==> config.mk <==
export PLATFORM = sky130hd
export DESIGN_NAME = bytewide_cfg_loader
export DESIGN_NICKNAME = d
export VERILOG_FILES = /design/src/rtl/cfgl_pkg.sv /design/src/rtl/cfgl_mode_decode.sv /design/src/rtl/cfgl_field_check.sv /design/src/rtl/cfgl_byte_shifter.sv /design/src/rtl/bytewide_cfg_loader.sv
export SDC_FILE = /design/constraint.sdc
export NUM_CORES = 1
export LEC_CHECK = 0
export ABC_AREA = 0
export BUFFER_PORTS_ARGS = -buffer_cell sky130_fd_sc_hd__clkbuf_2
export CELL_PAD_IN_SITES_DETAIL_PLACEMENT = 1
export CELL_PAD_IN_SITES_GLOBAL_PLACEMENT = 2
export CORE_MARGIN = 5
export CORE_UTILIZATION = 25
export CTS_CLUSTER_SIZE = 30
export DETAILED_ROUTE_END_ITERATION = 7
export PLACE_DENSITY = 0.56
export SLEW_MARGIN = 10
export SYNTH_ARGS = -nofsm -noshare
export SYNTH_HDL_FRONTEND = slang
export SYNTH_SLANG_ARGS = --single-unit
==> constraint.sdc <==
create_clock -name cfg_clk -period 6.44 [get_ports cfg_clk]
set_input_delay 0.322 -clock cfg_clk [delete_from_list [all_inputs] [get_ports cfg_clk]]
set_output_delay 0.322 -clock cfg_clk [all_outputs]
set_load 0.01 [all_outputs]
==> src/rtl/cfgl_pkg.sv <==
package cfgl_pkg;
  typedef enum logic [2:0] {
    S_IDLE  = 3'd0,
    S_LOAD  = 3'd1,
    S_EOC   = 3'd2,
    S_DONE  = 3'd3,
    S_FAULT = 3'd4
  } load_state_t;

  localparam logic [2:0] MODE_BYTEWIDE = 3'b010;
  localparam logic [7:0] START_MARK    = 8'hFE;
  localparam logic [7:0] END_MARK      = 8'hFF;
  localparam logic [7:0] EOC_MARK      = 8'h00;
endpackage

==> src/rtl/cfgl_mode_decode.sv <==
module cfgl_mode_decode #(
  parameter int         MODE_W    = 3,
  parameter logic [2:0] MODE_CODE = 3'b010
) (
  input  logic [MODE_W-1:0] mode_pins,
  output logic              active
);
  always_comb active = (mode_pins == MODE_CODE[MODE_W-1:0]);
endmodule

==> src/rtl/cfgl_field_check.sv <==
module cfgl_field_check #(
  parameter int         FRAME_BYTES = 6,
  parameter logic [7:0] START_CODE  = 8'hFE,
  parameter logic [7:0] END_CODE    = 8'hFF,
  parameter logic [7:0] EOC_CODE    = 8'h00,
  localparam int        PW          = (FRAME_BYTES > 2) ? $clog2(FRAME_BYTES) : 1
) (
  input  logic [7:0]    byte_in,
  input  logic [PW-1:0] pos,
  output logic          at_first,
  output logic          at_last,
  output logic          is_start,
  output logic          is_end,
  output logic          is_eoc
);
  localparam logic [PW-1:0] LAST_POS = PW'(FRAME_BYTES - 1);

  always_comb begin
    at_first = (pos == '0);
    at_last  = (pos == LAST_POS);
    is_start = (byte_in == START_CODE);
    is_end   = (byte_in == END_CODE);
    is_eoc   = (byte_in == EOC_CODE);
  end
endmodule

==> src/rtl/cfgl_byte_shifter.sv <==
module cfgl_byte_shifter #(
  parameter int  FRAME_BYTES = 6,
  localparam int PW          = (FRAME_BYTES > 2) ? $clog2(FRAME_BYTES) : 1,
  localparam int HOLD        = FRAME_BYTES - 1,
  localparam int FW          = 8 * FRAME_BYTES
) (
  input  logic          clk,
  input  logic          clr,
  input  logic          shift_en,
  input  logic [7:0]    byte_in,
  output logic [PW-1:0] pos,
  output logic [FW-1:0] next_frame
);
  localparam logic [PW-1:0] LAST_POS = PW'(FRAME_BYTES - 1);

  logic [7:0] lane [HOLD];

  // lane 0 holds the newest byte; lane HOLD-1 holds the frame's first byte
  always_ff @(posedge clk) begin
    if (shift_en) lane[0] <= byte_in;
  end

  for (genvar i = 1; i < HOLD; i++) begin : g_lane
    always_ff @(posedge clk) begin
      if (shift_en) lane[i] <= lane[i-1];
    end
  end

  for (genvar i = 0; i < HOLD; i++) begin : g_pack
    assign next_frame[8*(i+1) +: 8] = lane[i];
  end
  assign next_frame[7:0] = byte_in;

  always_ff @(posedge clk) begin
    if (clr)                            pos <= '0;
    else if (shift_en && pos == LAST_POS) pos <= '0;
    else if (shift_en)                  pos <= pos + 1'b1;
  end
endmodule

==> src/rtl/bytewide_cfg_loader.sv <==
module bytewide_cfg_loader
  import cfgl_pkg::*;
#(
  parameter int         FRAME_BYTES = 6,
  parameter logic [2:0] MODE_CODE   = MODE_BYTEWIDE,
  parameter logic [7:0] START_CODE  = START_MARK,
  parameter logic [7:0] END_CODE    = END_MARK,
  parameter logic [7:0] EOC_CODE    = EOC_MARK,
  localparam int        FW          = 8 * FRAME_BYTES,
  localparam int        PW          = (FRAME_BYTES > 2) ? $clog2(FRAME_BYTES) : 1
) (
  input  logic          cfg_clk,
  input  logic          cfg_rst,
  input  logic [2:0]    mode_pins,
  input  logic [7:0]    cfg_byte,
  output logic [FW-1:0] frame_data,
  output logic          frame_valid,
  output logic          cfg_error,
  output logic          cfg_done
);
  if (FRAME_BYTES < 2) begin : g_bad_size
    initial $display("bytewide_cfg_loader: FRAME_BYTES must be at least 2");
  end

  load_state_t   state;
  logic          active;
  logic          at_first, at_last, is_start, is_end, is_eoc;
  logic          shift_en, clr;
  logic [PW-1:0] pos;
  logic [FW-1:0] next_frame;

  cfgl_mode_decode #(.MODE_W(3), .MODE_CODE(MODE_CODE)) u_mode (
    .mode_pins (mode_pins),
    .active    (active)
  );

  cfgl_field_check #(
    .FRAME_BYTES (FRAME_BYTES),
    .START_CODE  (START_CODE),
    .END_CODE    (END_CODE),
    .EOC_CODE    (EOC_CODE)
  ) u_field (
    .byte_in  (cfg_byte),
    .pos      (pos),
    .at_first (at_first),
    .at_last  (at_last),
    .is_start (is_start),
    .is_end   (is_end),
    .is_eoc   (is_eoc)
  );

  cfgl_byte_shifter #(.FRAME_BYTES(FRAME_BYTES)) u_shift (
    .clk        (cfg_clk),
    .clr        (clr),
    .shift_en   (shift_en),
    .byte_in    (cfg_byte),
    .pos        (pos),
    .next_frame (next_frame)
  );

  // byte acceptance: markers gate shifting so a bad frame never reaches the sink
  always_comb begin
    clr      = cfg_rst || !active || (state == S_IDLE);
    shift_en = 1'b0;
    if (!clr && state == S_LOAD) begin
      if (at_first)     shift_en = is_start;
      else if (at_last) shift_en = is_end;
      else              shift_en = 1'b1;
    end
  end

  always_ff @(posedge cfg_clk) begin
    if (cfg_rst || !active) begin
      state       <= S_IDLE;
      frame_valid <= 1'b0;
      cfg_error   <= 1'b0;
      cfg_done    <= 1'b0;
    end else begin
      frame_valid <= 1'b0;
      unique case (state)
        S_IDLE: state <= S_LOAD;
        S_LOAD: begin
          if (at_first) begin
            if (is_eoc) state <= S_EOC;
            else if (!is_start) begin
              state     <= S_FAULT;
              cfg_error <= 1'b1;
            end
          end else if (at_last) begin
            if (is_end) frame_valid <= 1'b1;
            else begin
              state     <= S_FAULT;
              cfg_error <= 1'b1;
            end
          end
        end
        S_EOC: begin
          if (is_eoc) begin
            state    <= S_DONE;
            cfg_done <= 1'b1;
          end else begin
            state     <= S_FAULT;
            cfg_error <= 1'b1;
          end
        end
        S_DONE:  state <= S_DONE;
        S_FAULT: state <= S_FAULT;
        default: state <= S_IDLE;
      endcase
    end
  end

  always_ff @(posedge cfg_clk) begin
    if (cfg_rst) frame_data <= '0;
    else if (active && state == S_LOAD && at_last && is_end) frame_data <= next_frame;
  end
endmodule

==> results.md <==
- Post-DR vias/cell: 4.200
- Reg2reg start: u_shift.pos[0]
- Endpoints failing hold: 0
- Hold Path Stages: 1
- GP Congestion: 0.7224
- Fillers: 1494
- Post-synthesis adder-cell area fraction: 0.01118
- Routing usage on met1: 0.1322
- Logic pwr share: 0.012
- Most frequent cell after synthesis: nand2_1
- Sink Count: 97
- Final Max Tran Viols: 0
- Avg WL per Cell: 13.49 um
- Htree depth: 3
- Layout Cells excl Fill: 550
- Setup-failing EPs final: 0
- Clk_skew: 6.920 ps
- Yosys top cell area share: 0.3577
- Worst-case clock buffer depth: 2
- CP Launch Type: primary input
- Placed Cells: 534
- Synth cell types: 33
- Number of hold buffers added after CTS: 0
- Most frequent cells after synthesis: nand2_1, dfxtp_1, a21oi_1
- CTS tree: yes
- R2R setup slack: 4040 ps
- Sequential Power Share: 0.523
- Largest family of logic cells by synthesized area: simple AND/OR/NAND/NOR gates
- P&R area growth vs syn: 23.40%
- PwrDens: 293.1 nW/um^2
- Mux share of post-synthesis cell area: 0
- VDD IR max: 94.28 uV
- Starting Density: 0.2546
- Worst setup path class: primary input to flip-flop
- Ys async rst share: 0
- Post-Synthesis Cells: 308
- Nets: 385
- Yosys Warn Count: 0
- Grt met3 use: 0.02879
- Global Route met2 Usage: 0.1471
- Crit share post-route: 0.4427
- Num CTS Buffers: 9
- Minimum clock period: 2851 ps
- Register area share after synthesis: 0.6975
- CTS resizes: 0
- GRT Util Overall: 0.09900
- First-pass GRT wire length: 12410 um
- Post-synthesis simple-gate area fraction: 0.1688
- Compound-Gate Fraction of Synth Area: 0.09277
- Worst-path fanout max: 50
- Worst flop-to-flop path endpoint: u_shift.lane[3][0]
- Relative slew slack: 0.2731
- Share of cells above drive strength 1: 0.2299
- Setup bufs post-CTS: 0
- DP HPWL: 4927 um
- Clk_lat worst skew: 330 ps
- Dominant cells by area after synthesis: edfxtp_1, dfxtp_1, nand2_1, a21oi_1, nor2_1
- # DRC: 0
- Int Pwr: 0.0009796 W
- Mapped Area: 3358 um^2
- Initial antenna violation count: 0
- Worst-Margin Slew: 1090 ps
- CTS clk-pin slew, worst paths: 70 ps
- Hold_sp: cfg_byte[3]
- Switching portion of total power: 0.1934
- Die area: 15850 um^2
- Fmax: 350.8 MHz
- WP data required: 6400 ps
- Worst Hold Class: primary input to flip-flop
- Max_cap viols: 0
- Syn avg cell area: 10.90 um^2
- DRT iter0 DRCs: 179
- Setup TNS: 0 ps
- Routed WL: 7417 um
- # IOs: 64
- Area leader, netlist: edfxtp_1
- Status: finished, final reports clean
- Routed vias: 2310
- RSZ-0062 raised after global routing: no
- GRT Max-Usage Layer: met2
- Switching power: 0.0002348 W
- Placeable Area: 13190 um^2
- Synthesis-stage register bit count: 97
- Clk pwr share: 0.464
- I/O Buffers: 63
- Final ANT Viol Nets: 0
- Root buf cell: clkbuf_16
- Die Ht: 125.9 um
- WHS Endpoint: u_shift.lane[0][3]
- FP Rows: 42
- Post-Syn Nets: 324
- Ant. Diodes: 0
- Ys flop type: dfxtp_1
- XOR/XNOR share of the synthesized area: 0
- Die width: 125.9 um
- DR pass1 iterations: 4
- Critical Path AT: 2810 ps
- Worst reg-to-reg path cell count: 7
- GRT overflow: 0
- Critical path capture point type: flip-flop
- Post-synth EDFFs: 40
- LEAKAGE: 1.500 nW
- Largest net degree at the start of global routing: 51
- Vias in the first global route: 2437
==> worst max-delay path by stage <==
stage,cells after the start,startpoint,slack [ps],endpoint
finish,5,cfg_rst,3590,u_shift.lane[3][0]
global route,5,cfg_rst,3290,u_shift.lane[3][0]
CTS,5,cfg_rst,3490,u_shift.lane[4][1]
detailed placement,5,cfg_rst,3130,u_shift.lane[4][3]
global placement,5,cfg_rst,3210,u_shift.lane[4][2]
floorplan,4,mode_pins[0],3950,u_shift.lane[0][0]
==> kinds of logic after synthesis <==
logic type | count (synthesis)
AOI/OAI and AO/OA | 56
adders and majority gates | 3
buffers and inverters | 20
DFF | 97
and+or+nand+nor | 132
==> power groups by stage <==
stage / logic (W) / clock network [W] / registers, W
after floorplan: 0.00000709 / 0 / 0.000649
after global placement: 0.0000154 / 0 / 0.000649
after detailed placement: 0.0000157 / 0 / 0.000649
after CTS: 0.0000157 / 0.000588 / 0.000635
after global routing: 0.0000170 / 0.000618 / 0.000635
final: 0.0000150 / 0.000564 / 0.000635
==> worst max-delay path, cell delays in order <==
cell and delay (ps):
clkbuf_2 570, or4b_4 750, nor3_1 310, nand2b_1 160
inv_2 660
==> registers in the layout (all words and copies together), names as in the netlist <==
name,count
frame_data,48
u_shift.lane,40
state,3
u_shift.pos,3
cfg_done,1
cfg_error,1
frame_valid,1
==> routing by layer <==
layer,routed length [um],up-vias,part of all wire
met4,134,0,0.018
met3,339,9,0.046
met5,0,-,0
met2,3251,48,0.44
li1,-,1170,-
met1,3692,1083,0.50
==> layout make-up <==
| cell class | count | area, um^2 | share of cell area |
|---|---|---|---|
| clock inverter | 7 | 93.84 | 0.02264 |
| inverter | 6 | 22.52 | 0.005435 |
| multi-input combinational | 191 | 917.1 | 0.2213 |
| tap | 176 | 220.2 | 0.05314 |
| sequential | 97 | 2342 | 0.5652 |
| clock buffer | 9 | 225.2 | 0.05435 |
| timing repair buffer | 64 | 322.8 | 0.07790 |
==> cell usage in the layout (no fill, tap or decap), types with 3 or more instances in the layout <==
master / n
dfxtp_1: 57
nand2_1: 83
nand2b_1: 3
ha_1: 3
clkbuf_2: 63
nor2_1: 28
clkbuf_16: 9
a21oi_1: 43
edfxtp_1: 40
nand3_1: 4
inv_1: 5
==> through the flow <==
stage          hold slack (ps)  power [W]    util  worst slack, ps  area, um^2
2_1_floorplan            420.9  0.0006562       -             3951        3358
3_5_place_dp             434.3  0.0006648  0.2900             3127        3825
6_report                 198.7   0.001214  0.3142             3589        4144
5_1_grt                  189.3   0.001270  0.3142             3286        4144
4_1_cts                  186.4   0.001238  0.3142             3493        4144
3_3_place_gp             431.3  0.0006646  0.2900             3211        3825
Note: power is estimated with default switching activity, not from simulation.
